File: src/rtl/cfq_pkg.sv
package cfq_pkg;
  localparam int CMD_W       = 32;
  localparam int TAG_W       = 16;
  localparam int IRQ_REQ_BIT = 16;
  localparam logic [3:0] FENCE_OP = 4'hF;

  typedef enum logic [1:0] {
    REG_CMD  = 2'd0,
    REG_STAT = 2'd1,
    REG_CTRL = 2'd2,
    REG_RSVD = 2'd3
  } reg_sel_e;

  localparam int ST_BUSY  = 8;
  localparam int ST_OVF   = 9;
  localparam int ST_FENCE = 10;
  localparam int ST_IRQ   = 11;
  localparam int ST_IEN   = 12;
  localparam int ST_TAG   = 16;
endpackage

File: src/rtl/cfq_fifo_store.sv
module cfq_fifo_store #(
  parameter int WIDTH = 32,
  parameter int DEPTH = 16,
  localparam int AW    = (DEPTH > 1) ? $clog2(DEPTH) : 1,
  localparam int CNT_W = $clog2(DEPTH + 1)
) (
  input  logic             clk,
  input  logic             rst,
  input  logic             push,
  input  logic [WIDTH-1:0] wdata,
  input  logic             pop,
  output logic [WIDTH-1:0] rdata,
  output logic [CNT_W-1:0] fill,
  output logic             empty,
  output logic             full
);
  logic [WIDTH-1:0] mem [DEPTH];
  logic [AW-1:0]    wr_ptr, rd_ptr;
  logic             push_ok, pop_ok;

  assign empty   = (fill == '0);
  assign full    = (fill == CNT_W'(DEPTH));
  assign push_ok = push && !full;
  assign pop_ok  = pop && !empty;
  assign rdata   = mem[rd_ptr];

  always_ff @(posedge clk) begin
    if (push_ok) mem[wr_ptr] <= wdata;
  end

  always_ff @(posedge clk) begin
    if (rst) begin
      wr_ptr <= '0;
      rd_ptr <= '0;
      fill   <= '0;
    end else begin
      if (push_ok) wr_ptr <= (wr_ptr == AW'(DEPTH - 1)) ? '0 : wr_ptr + 1'b1;
      if (pop_ok)  rd_ptr <= (rd_ptr == AW'(DEPTH - 1)) ? '0 : rd_ptr + 1'b1;
      case ({push_ok, pop_ok})
        2'b10:   fill <= fill + 1'b1;
        2'b01:   fill <= fill - 1'b1;
        default: fill <= fill;
      endcase
    end
  end
endmodule

File: src/rtl/cfq_fence_tracker.sv
module cfq_fence_tracker
  import cfq_pkg::*;
(
  input  logic             clk,
  input  logic             rst,
  input  logic             retire,
  input  logic [3:0]       retire_op,
  input  logic             retire_irq_req,
  input  logic [TAG_W-1:0] retire_tag,
  input  logic             clr_fence,
  input  logic             clr_irq,
  input  logic             irq_en,
  output logic [TAG_W-1:0] last_tag,
  output logic             fence_flag,
  output logic             irq_flag,
  output logic             irq_o
);
  logic is_fence;
  assign is_fence = retire && (retire_op == FENCE_OP);

  always_ff @(posedge clk) begin
    if (rst) begin
      last_tag   <= '0;
      fence_flag <= 1'b0;
      irq_flag   <= 1'b0;
      irq_o      <= 1'b0;
    end else begin
      if (is_fence) last_tag <= retire_tag;

      if (is_fence)       fence_flag <= 1'b1;
      else if (clr_fence) fence_flag <= 1'b0;

      if (is_fence && retire_irq_req) irq_flag <= 1'b1;
      else if (clr_irq)               irq_flag <= 1'b0;

      irq_o <= irq_flag && irq_en;
    end
  end
endmodule

File: src/rtl/cfq_host_regs.sv
module cfq_host_regs
  import cfq_pkg::*;
(
  input  logic             clk,
  input  logic             rst,
  input  logic             host_wr,
  input  logic             host_rd,
  input  logic [1:0]       host_addr,
  input  logic             wbit_ovf,
  input  logic             wbit_fence,
  input  logic             wbit_irq,
  input  logic             wbit_ien,
  input  logic             drop_evt,
  input  logic [CMD_W-1:0] status_word,
  output logic             cmd_push,
  output logic             clr_fence,
  output logic             clr_irq,
  output logic             ovf_flag,
  output logic             irq_en,
  output logic [CMD_W-1:0] host_rdata
);
  reg_sel_e sel;
  logic     stat_wr, ctrl_wr;

  assign sel       = reg_sel_e'(host_addr);
  assign cmd_push  = host_wr && (sel == REG_CMD);
  assign stat_wr   = host_wr && (sel == REG_STAT);
  assign ctrl_wr   = host_wr && (sel == REG_CTRL);
  assign clr_fence = stat_wr && wbit_fence;
  assign clr_irq   = stat_wr && wbit_irq;

  always_ff @(posedge clk) begin
    if (rst) begin
      ovf_flag   <= 1'b0;
      irq_en     <= 1'b0;
      host_rdata <= '0;
    end else begin
      if (drop_evt)                  ovf_flag <= 1'b1;
      else if (stat_wr && wbit_ovf)  ovf_flag <= 1'b0;

      if (ctrl_wr) irq_en <= wbit_ien;

      if (host_rd) begin
        case (sel)
          REG_STAT: host_rdata <= status_word;
          REG_CTRL: host_rdata <= {{(CMD_W-1){1'b0}}, irq_en};
          default:  host_rdata <= '0;
        endcase
      end
    end
  end
endmodule

File: src/rtl/cmd_fence_fifo.sv
module cmd_fence_fifo
  import cfq_pkg::*;
#(
  parameter int DEPTH = 16,
  localparam int CNT_W = $clog2(DEPTH + 1)
) (
  input  logic             clk,
  input  logic             rst,
  input  logic             host_wr,
  input  logic             host_rd,
  input  logic [1:0]       host_addr,
  input  logic [CMD_W-1:0] host_wdata,
  output logic [CMD_W-1:0] host_rdata,
  output logic             cons_valid,
  input  logic             cons_ready,
  output logic [CMD_W-1:0] cons_data,
  input  logic             cons_busy,
  output logic             irq_o
);
  logic [CNT_W-1:0] fill;
  logic             empty, full, cmd_push, pop_fire, drop_evt;
  logic             clr_fence, clr_irq, ovf_flag, irq_en, busy;
  logic             fence_flag, irq_flag;
  logic [TAG_W-1:0] last_tag;
  logic [CMD_W-1:0] status_word;

  cfq_fifo_store #(.WIDTH(CMD_W), .DEPTH(DEPTH)) store_i (
    .clk(clk), .rst(rst), .push(cmd_push), .wdata(host_wdata), .pop(cons_ready),
    .rdata(cons_data), .fill(fill), .empty(empty), .full(full)
  );

  assign cons_valid = !empty;
  assign pop_fire   = cons_valid && cons_ready;
  assign drop_evt   = cmd_push && full;
  assign busy       = !empty || cons_busy;

  cfq_fence_tracker fence_i (
    .clk(clk), .rst(rst), .retire(pop_fire),
    .retire_op(cons_data[31:28]), .retire_irq_req(cons_data[IRQ_REQ_BIT]),
    .retire_tag(cons_data[TAG_W-1:0]), .clr_fence(clr_fence), .clr_irq(clr_irq),
    .irq_en(irq_en), .last_tag(last_tag), .fence_flag(fence_flag),
    .irq_flag(irq_flag), .irq_o(irq_o)
  );

  always_comb begin
    status_word                 = '0;
    status_word[CNT_W-1:0]      = fill;
    status_word[ST_BUSY]        = busy;
    status_word[ST_OVF]         = ovf_flag;
    status_word[ST_FENCE]       = fence_flag;
    status_word[ST_IRQ]         = irq_flag;
    status_word[ST_IEN]         = irq_en;
    status_word[ST_TAG+:TAG_W]  = last_tag;
  end

  cfq_host_regs regs_i (
    .clk(clk), .rst(rst), .host_wr(host_wr), .host_rd(host_rd), .host_addr(host_addr),
    .wbit_ovf(host_wdata[ST_OVF]), .wbit_fence(host_wdata[ST_FENCE]),
    .wbit_irq(host_wdata[ST_IRQ]), .wbit_ien(host_wdata[0]),
    .drop_evt(drop_evt), .status_word(status_word), .cmd_push(cmd_push),
    .clr_fence(clr_fence), .clr_irq(clr_irq), .ovf_flag(ovf_flag),
    .irq_en(irq_en), .host_rdata(host_rdata)
  );
endmodule

File: config.mk
export PLATFORM = sky130hd
export DESIGN_NAME = cmd_fence_fifo
export DESIGN_NICKNAME = d
export VERILOG_FILES = /design/src/rtl/cfq_pkg.sv /design/src/rtl/cfq_fifo_store.sv /design/src/rtl/cfq_fence_tracker.sv /design/src/rtl/cfq_host_regs.sv /design/src/rtl/cmd_fence_fifo.sv
export SDC_FILE = /design/constraint.sdc
export NUM_CORES = 1
export LEC_CHECK = 0
export ABC_AREA = 0
export CORE_MARGIN = 1.5
export CORE_UTILIZATION = 60
export DETAILED_ROUTE_END_ITERATION = 10
export GPL_ROUTABILITY_DRIVEN = 0
export HOLD_SLACK_MARGIN = 0.05
export PLACE_DENSITY = 0.78
export SETUP_SLACK_MARGIN = 0.02
export SLEW_MARGIN = 20
export SYNTH_ARGS = -nofsm -noshare
export SYNTH_HDL_FRONTEND = slang
export SYNTH_HIERARCHICAL = 1
export SYNTH_SLANG_ARGS = --single-unit
File: constraint.sdc
create_clock -name clk -period 4.96 [get_ports clk]
set_input_delay 1.24 -clock clk [delete_from_list [all_inputs] [get_ports clk]]
set_output_delay 1.24 -clock clk [all_outputs]
set_load 0.01 [all_outputs]
==> results of run 1 <==
## path summary, 6_finish.rpt
path / slack (ns) / end / from
max reg2reg: 1.93 / store_i/fill[4] / store_i/fill[0]
min reg2reg: 0.46 / fence_i/last_tag[6] / fence_i/last_tag[6]
min: 0.46 / fence_i/last_tag[6] / fence_i/last_tag[6]
max: 0.66 / cons_data[13] / register
## report_power, final
group	total, mW	leakage, nW	internal, mW	switching (mW)
sequential	5.43	5.17	5.37	0.0570
clock	4.00	0.842	2.20	1.80
combinational	1.75	2.04	0.946	0.801
## area by class of cell
cell class | instances | area (um2)
sequential | 582 | 16800
tap | 468 | 586
clock buffer | 69 | 1490
inverter | 11 | 42.5
timing repair buffer | 139 | 1450
clock inverter | 37 | 240
multi-input combinational | 423 | 5290
fill | 2202 | 10900
## tightest hold or removal path: stages (launching register included)
cell,delay [ns]
dfxtp_1,0.31
nand2_1,0.05
mux2i_1,0.05
## flip-flops by register name, summed over array words and instances (netlist names), named ones only
signal / flops
store_i/mem: 512
fence_i/last_tag: 16
fence_i/irq_flag: 1
fence_i/irq_o: 1
regs_i/host_rdata: 32
store_i/wr_ptr: 4
fence_i/fence_flag: 1
store_i/rd_ptr: 4
regs_i/irq_en: 1
store_i/fill: 5
regs_i/ovf_flag: 1
## metrics by stage
stage,hold WS (ns),instances
global placement,0.442,1623
finish,0.458,1729
floorplan,0.435,1077
detailed placement,0.448,1623
global route,0.486,1729
CTS,0.459,1729
## cells in the final DEF (no fill, tap or decap), drive strengths merged, types with 2 or more instances in the layout
cell type,instances
buf,36
conb,6
and4,3
nand2,42
a41oi,2
a21oi,38
mux2i,18
o21a,2
or3,2
o211ai,2
ha,11
o21ai,3
and2,6
nand3,39
dfxtp,70
clkbuf,69
xor2,6
o31ai,2
inv,11
nand2b,32
nor3,4
nor2,15
and3,10
mux4,160
nor2b,3
clkinvlp,5
clkdlybuf4s50,103
mux2,2
edfxtp,512
clkinv,31
## cell families (layout without fill, tap and decap cells)
| family | Yosys count | count (layout) | share of synthesized area |
|---|---|---|---|
| multiplexers | 180 | 180 | 0.170 |
| AO/OA/AOI/OAI | 58 | 58 | 0.0157 |
| buffers and inverters | 72 | 256 | 0.0216 |
| adder cells (fa/ha/maj) | 11 | 11 | 0.00612 |
| XOR/XNOR | 6 | 6 | 0.00234 |
| other | 1 | 6 | 0.000167 |
| AND/OR/NAND/NOR | 162 | 162 | 0.0383 |
| flip-flops | 582 | 582 | 0.746 |
## metal layers
layer / global-route usage / wire [um] / vias up
met5: 0 / 0 / -
met1: 0.362 / 19300 / 5801
met2: 0.425 / 24100 / 557
met4: 0.0792 / 1110 / 0
met3: 0.0465 / 3780 / 79
li1: - / - / 4669
==> impl_metrics.ini, run 1 <==
[logic_synthesis]
synthArstFlopShare = 0
synth_common_cells = 512 x edfxtp_1, 154 x mux4_2, 70 x dfxtp_1
synth_edf_count = 512
synthesis.instances = 1072
syn-cell-area_um2 = 22500
ys.flop_type = edfxtp_1
synth_cell_types = 57
synth_top_area_frac = 0.683
synth.largest_area_cell = edfxtp_1
synth-seq-cells = 582
ys_seq_area_frac = 0.746
synth.avg_cell_area_um2 = 21.0
synth_most_common_cell = edfxtp_1
synth.area.top_cells = edfxtp_1 68%, mux4_2 15%, dfxtp_1 6.2%
yosys_warnings = 6

[routing]
antenna_left = 0
drtIter0Drc = 1020
finalWirelength_um = 48400
drc = 0
viasPerCell = 6.42
drt_pass1_iterations = 5
dr_total_vias = 11100
avgRoutedWirePerCell_um = 28.0

[floorplan]
core-area_um2 = 36800
io_pins = 106
chipWidth_um = 197
start_util = 0.612
die_h_um = 197
row_count = 70
die-area_um2 = 38700

[critical_path]
timing_worst_setup_path_type = register to primary output
worst-path-max-fanout = 21
worst_setup_path_start_kind = register
required_ns = 3.72
endpoint_kind = primary output
cp_data_arrival_time_ns = 3.06
crit_chain = buf_4, mux4_1, mux4_2, clkdlybuf4s50_1
crit_family = multiplexers
reg2reg_depth = 10
crit_buf_inv = 2
cp.depth = 4
cpMaxStageDelayCell = mux4_1
critPathMaxStageDelay_ns = 0.60

[cells_and_area]
fin_area_um2 = 25900
n_antenna_cell = 0
post-route-util = 0.704
drive_gt1_frac = 0.239
syn_to_final_growth_pct = 15.0
fin_nets = 1264

[timing]
period_share = 0.867
slew_violations = 0
max_freq_ghz = 0.233
worst_slew_pin_slew_ns = 0.960
rsz0062_at_grt = no
hold_violations = 0
finClkSkew_ns = 0.0202
finalSetupTns_ns = 0
setup_ws_ns = 0.660
setup_viol = 0
slew_headroom = 0.356
min_period_ns = 4.30

[clocking]
root_buffer = clkbuf_16
hold_buffers = 0
cts_tree = yes
cts_buffers = 56
clk_pin_slew_ns = 0.06
clock_sinks = 582
cts_setup_buffers = 0
cts.path.max_buffers = 3
cts-resized-gates = 0
htree_levels = 2
clkLatencyLatePin_ns = 0.62

[global_route]
grt_max_degree = 65
antenna_found_initial = 0
grt_pass1_vias = 11400
grt_overflow = 0
track_usage = 0.259
grt_pass1_wl_um = 71700

[power]
total_power_mw = 11.2
power.density_nw_per_um2 = 432
ir_drop_mv = 0.402
p_leak_nw = 8.06

[placement]
io_buffers = 105
pre_cts_ws_ns = 0.888
hpwl_um = 26700
dpl_cell_area_um2 = 24100

[hold_path]
hp-class = register to register
hold_path_depth = 2

[job]
cap_violations = 0

[outcome]
status = completed
Note: power is estimated with default switching activity, not from simulation.
==> run 2: changes to the inputs <==
--- a/config.mk
+++ b/config.mk
@@ -7,8 +7,9 @@
 export LEC_CHECK = 0
 export ABC_AREA = 0
 export CORE_MARGIN = 1.5
-export CORE_UTILIZATION = 60
+export CORE_UTILIZATION = 63
 export DETAILED_ROUTE_END_ITERATION = 10
+export DONT_BUFFER_PORTS = 1
 export GPL_ROUTABILITY_DRIVEN = 0
 export HOLD_SLACK_MARGIN = 0.05
 export PLACE_DENSITY = 0.78
==> run 2 against run 1 <==
- global-route usage up 1.7 points
- setup slack better by 0.14 ns
- non-clock buffer count down 106
- sequential share of layout area up 2.8 points
- wire length up 2.1%
- flip-flop and latch count unchanged
- die area down 4.7%
- total power down 0.55%
- critical path type unchanged
- critical endpoint is now cons_data[7]
- largest power group unchanged
==> impl_metrics.ini, run 2 (synthesized netlist as in run 1, its figures left out) <==
[clocking]
cts_tree = yes
root_buffer = clkbuf_16
htree_levels = 2
cts.path.max_buffers = 3
cts-resized-gates = 0
cts_setup_buffers = 0
cts_buffers = 56
clk_pin_slew_ns = 0.06
hold_buffers = 0
clock_sinks = 582
clkLatencyLatePin_ns = 0.62

[global_route]
grt_pass1_wl_um = 71300
grt_pass1_vias = 10800
antenna_found_initial = 0
grt_overflow = 0
track_usage = 0.276
grt_max_degree = 65

[cells_and_area]
largest_reg_flops = 512
syn_to_final_growth_pct = 10.3
final_common_cell = edfxtp_1
post-route-util = 0.701
regMostFlops = store_i/mem
fin_area_um2 = 24800
final_cell_mix = 512 x edfxtp_1, 154 x mux4_2, 66 x dfxtp_1
stdcell_count = 1612
top_regs = store_i/mem: 512 flops, regs_i/host_rdata: 32 flops, fence_i/last_tag: 16 flops
n_antenna_cell = 0
num-fill-cells = 2066
fin_nets = 1158
drive_gt1_frac = 0.260

[job]
cap_violations = 0

[critical_path]
worst_setup_path_start_kind = register
r2r_slack_ns = 1.92
timing_worst_setup_path_type = register to primary output
cp_data_arrival_time_ns = 2.92
required_ns = 3.72
worst-path-max-fanout = 21
endpoint_kind = primary output

[timing]
period_share = 0.838
rsz0062_at_grt = no
finalSetupTns_ns = 0
min_period_ns = 4.16
worst_slew_pin_slew_ns = 1.01
finClkSkew_ns = 0.0270
hold_violations = 0
slew_violations = 0
whs_ns = 0.460
setup_viol = 0
max_freq_ghz = 0.241
setup_ws_ns = 0.803
slew_headroom = 0.328

[routing]
viasPerCell = 6.66
drc = 0
drt_pass1_iterations = 5
drtIter0Drc = 1015
finalWirelength_um = 49400
dr_total_vias = 10700
antenna_left = 0
avgRoutedWirePerCell_um = 30.6

[power]
p_leak_nw = 7.66
power.density_nw_per_um2 = 448
total_power_mw = 11.1
ir_drop_mv = 0.397

[floorplan]
die-area_um2 = 36900
chipWidth_um = 192
die_h_um = 192
core-area_um2 = 35400
row_count = 69
io_pins = 106
start_util = 0.636

[placement]
io_buffers = 0
dpl_cell_area_um2 = 23000
placed_cells = 1510
pre_cts_ws_ns = 1.40
hpwl_um = 26000

[hold_path]
hp-class = register to register

[outcome]
status = completed
-- run 2: final cells by class --
| class | count | area (um2) | area share |
|---|---|---|---|
| clock buffers | 67 | 1440 | 0.0581 |
| clock inverters | 35 | 377 | 0.0152 |
| inverters | 11 | 42.5 | 0.00171 |
| multi-input cells | 423 | 5290 | 0.213 |
| flip-flops and latches | 582 | 16800 | 0.677 |
| well taps | 461 | 577 | 0.0232 |
| repair buffers | 33 | 298 | 0.0120 |
-- run 2: critical path, cell delays in order, from the launching register on --
cell and delay [ns]:
dfxtp_4 0.64, buf_4 0.46, mux4_2 0.58, mux4_2 0.61
-- run 2: power by group --
| group | leakage, nW | total, mW | switching, mW | internal (mW) |
|---|---|---|---|---|
| registers | 5.17 | 5.47 | 0.0968 | 5.37 |
| clock network | 0.867 | 4.19 | 1.83 | 2.36 |
| logic | 1.62 | 1.45 | 0.679 | 0.771 |
-- run 2: worst paths after layout --
kind,startpoint,cells past startpoint,endpoint
worst min register to register,fence_i/last_tag[2],2,fence_i/last_tag[2]
worst min-delay path,fence_i/last_tag[2],2,fence_i/last_tag[2]
worst max register to register,store_i/fill[0],10,store_i/fill[4]
worst max-delay path,register,3,cons_data[7]
-- run 2: routing by layer --
| layer | up-vias | track usage | routed length, um |
|---|---|---|---|
| li1 | 4449 | - | - |
| met1 | 5593 | 0.377 | 18700 |
| met2 | 588 | 0.445 | 24400 |
| met3 | 104 | 0.0713 | 4880 |
| met4 | 0 | 0.0835 | 1380 |
| met5 | - | 0 | 0 |
==> run 3: changes to the inputs <==
==> constraint.sdc (replaced) <==
create_clock -name clk -period 4 [get_ports clk]
set_input_delay 1 -clock clk [delete_from_list [all_inputs] [get_ports clk]]
set_output_delay 1 -clock clk [all_outputs]
set_load 0.01 [all_outputs]
==> run 3 against run 2 <==
- clock-buffer cell count up 2
- hold slack got worse by 0.0054 ns
- core utilization grew 0.34 points
- largest power group unchanged
- die area stayed put
==> impl_metrics.ini, run 3 (synthesized netlist as in run 1, its figures left out) <==
[critical_path]
crit_chain = buf_4, mux4_2, mux4_2
cp_data_arrival_time_ns = 2.72
endpoint_kind = primary output
critPathMaxStageDelay_ns = 0.68
worst-path-max-fanout = 31
timing_worst_setup_path_type = register to primary output
worst_setup_path_start_kind = register
cpMaxStageDelayCell = dfxtp_4
crit_path_frequent_cell = mux4_2
required_ns = 3.00

[floorplan]
start_util = 0.636
core-area_um2 = 35400
row_count = 69
io_pins = 106
die_h_um = 192
die-area_um2 = 36900
chipWidth_um = 192

[cells_and_area]
n_antenna_cell = 0
top_regs = store_i/mem: 512 flops, regs_i/host_rdata: 32 flops, fence_i/last_tag: 16 flops
final_cell_mix = 512 x edfxtp_1, 154 x mux4_2, 66 x dfxtp_1
drive_gt1_frac = 0.258
largest_reg_flops = 512
final_common_cell = edfxtp_1
syn_to_final_growth_pct = 10.8
fin_nets = 1154
num-fill-cells = 2033
regMostFlops = store_i/mem

[global_route]
antenna_found_initial = 0
grt_overflow = 0
grt_max_degree = 65
grt_pass1_wl_um = 70300
track_usage = 0.272
grt_pass1_vias = 10900

[clocking]
hold_buffers = 0
clkLatencyLatePin_ns = 0.60
htree_levels = 2
cts_buffers = 55
cts_setup_buffers = 0
clk_pin_slew_ns = 0.06
cts.path.max_buffers = 3
cts-resized-gates = 0
root_buffer = clkbuf_16
cts_tree = yes
clock_sinks = 582

[placement]
hpwl_um = 24600
io_buffers = 0

[timing]
period_share = 0.930
worst_slew_pin_slew_ns = 0.758
slew_violations = 0
hold_violations = 0
setup_viol = 0
rsz0062_at_grt = no
whs_ns = 0.454
finalSetupTns_ns = 0
slew_headroom = 0.494
finClkSkew_ns = 0.0213
min_period_ns = 3.72
max_freq_ghz = 0.269

[outcome]
status = completed

[power]
power.density_nw_per_um2 = 549
ir_drop_mv = 0.382
p_leak_nw = 7.68

[routing]
drc = 0
viasPerCell = 6.64
drt_pass1_iterations = 5
dr_total_vias = 10700
finalWirelength_um = 48300
avgRoutedWirePerCell_um = 30.0
antenna_left = 0
drtIter0Drc = 1154

[job]
cap_violations = 0

[hold_path]
hp-class = register to register
run 3: per-stage QoR:
stage               std cells  utilization  power, mW  instance area (um2)  setup slack (ns)
CTS                      1609        0.704       13.8                24900             0.256
global placement         1507        0.654       8.69                23200             0.756
detailed placement       1507        0.654       8.70                23200             0.717
global route             1609        0.704       14.1                24900             0.208
floorplan                1077            -       8.45                22500             0.636
finish                   1609        0.704       13.7                24900             0.280
run 3: metal layers:
metal	vias up	track usage	wire (um)
li1	4454	-	-
met1	5542	0.359	18000
met2	576	0.439	23800
met3	105	0.0766	5010
met4	0	0.0996	1490
met5	-	0	0
run 3: cell type report:
type,instances,area (um2),share of cell area
Clock buffer,69,1470,0.0590
Clock inverter,33,297,0.0119
Inverter,11,42.5,0.00171
Multi-Input combinational cell,423,5290,0.212
Sequential cell,582,16800,0.673
Tap cell,461,577,0.0231
Timing Repair Buffer,30,463,0.0186
run 3: power breakdown:
| group | switching (mW) | internal, mW | total [mW] |
|---|---|---|---|
| Combinational | 0.868 | 0.965 | 1.83 |
| Sequential | 0.0741 | 6.66 | 6.73 |
| Clock | 2.19 | 2.93 | 5.12 |
run 3: worst paths after layout:
check / cells after the start / end / slack (ns) / from
max: 3 / cons_data[29] / 0.28 / register
max reg2reg: 10 / store_i/fill[4] / 0.98 / store_i/fill[0]
min: 2 / fence_i/last_tag[15] / 0.45 / fence_i/last_tag[15]
min reg2reg: 2 / fence_i/last_tag[15] / 0.45 / fence_i/last_tag[15]
run 3: critical path: cells and delay by family (launching register included):
| kind | cells | cell delay [ns] |
|---|---|---|
| flops | 1 | 0.68 |
| mux | 2 | 0.96 |
| buf+inv | 1 | 0.44 |
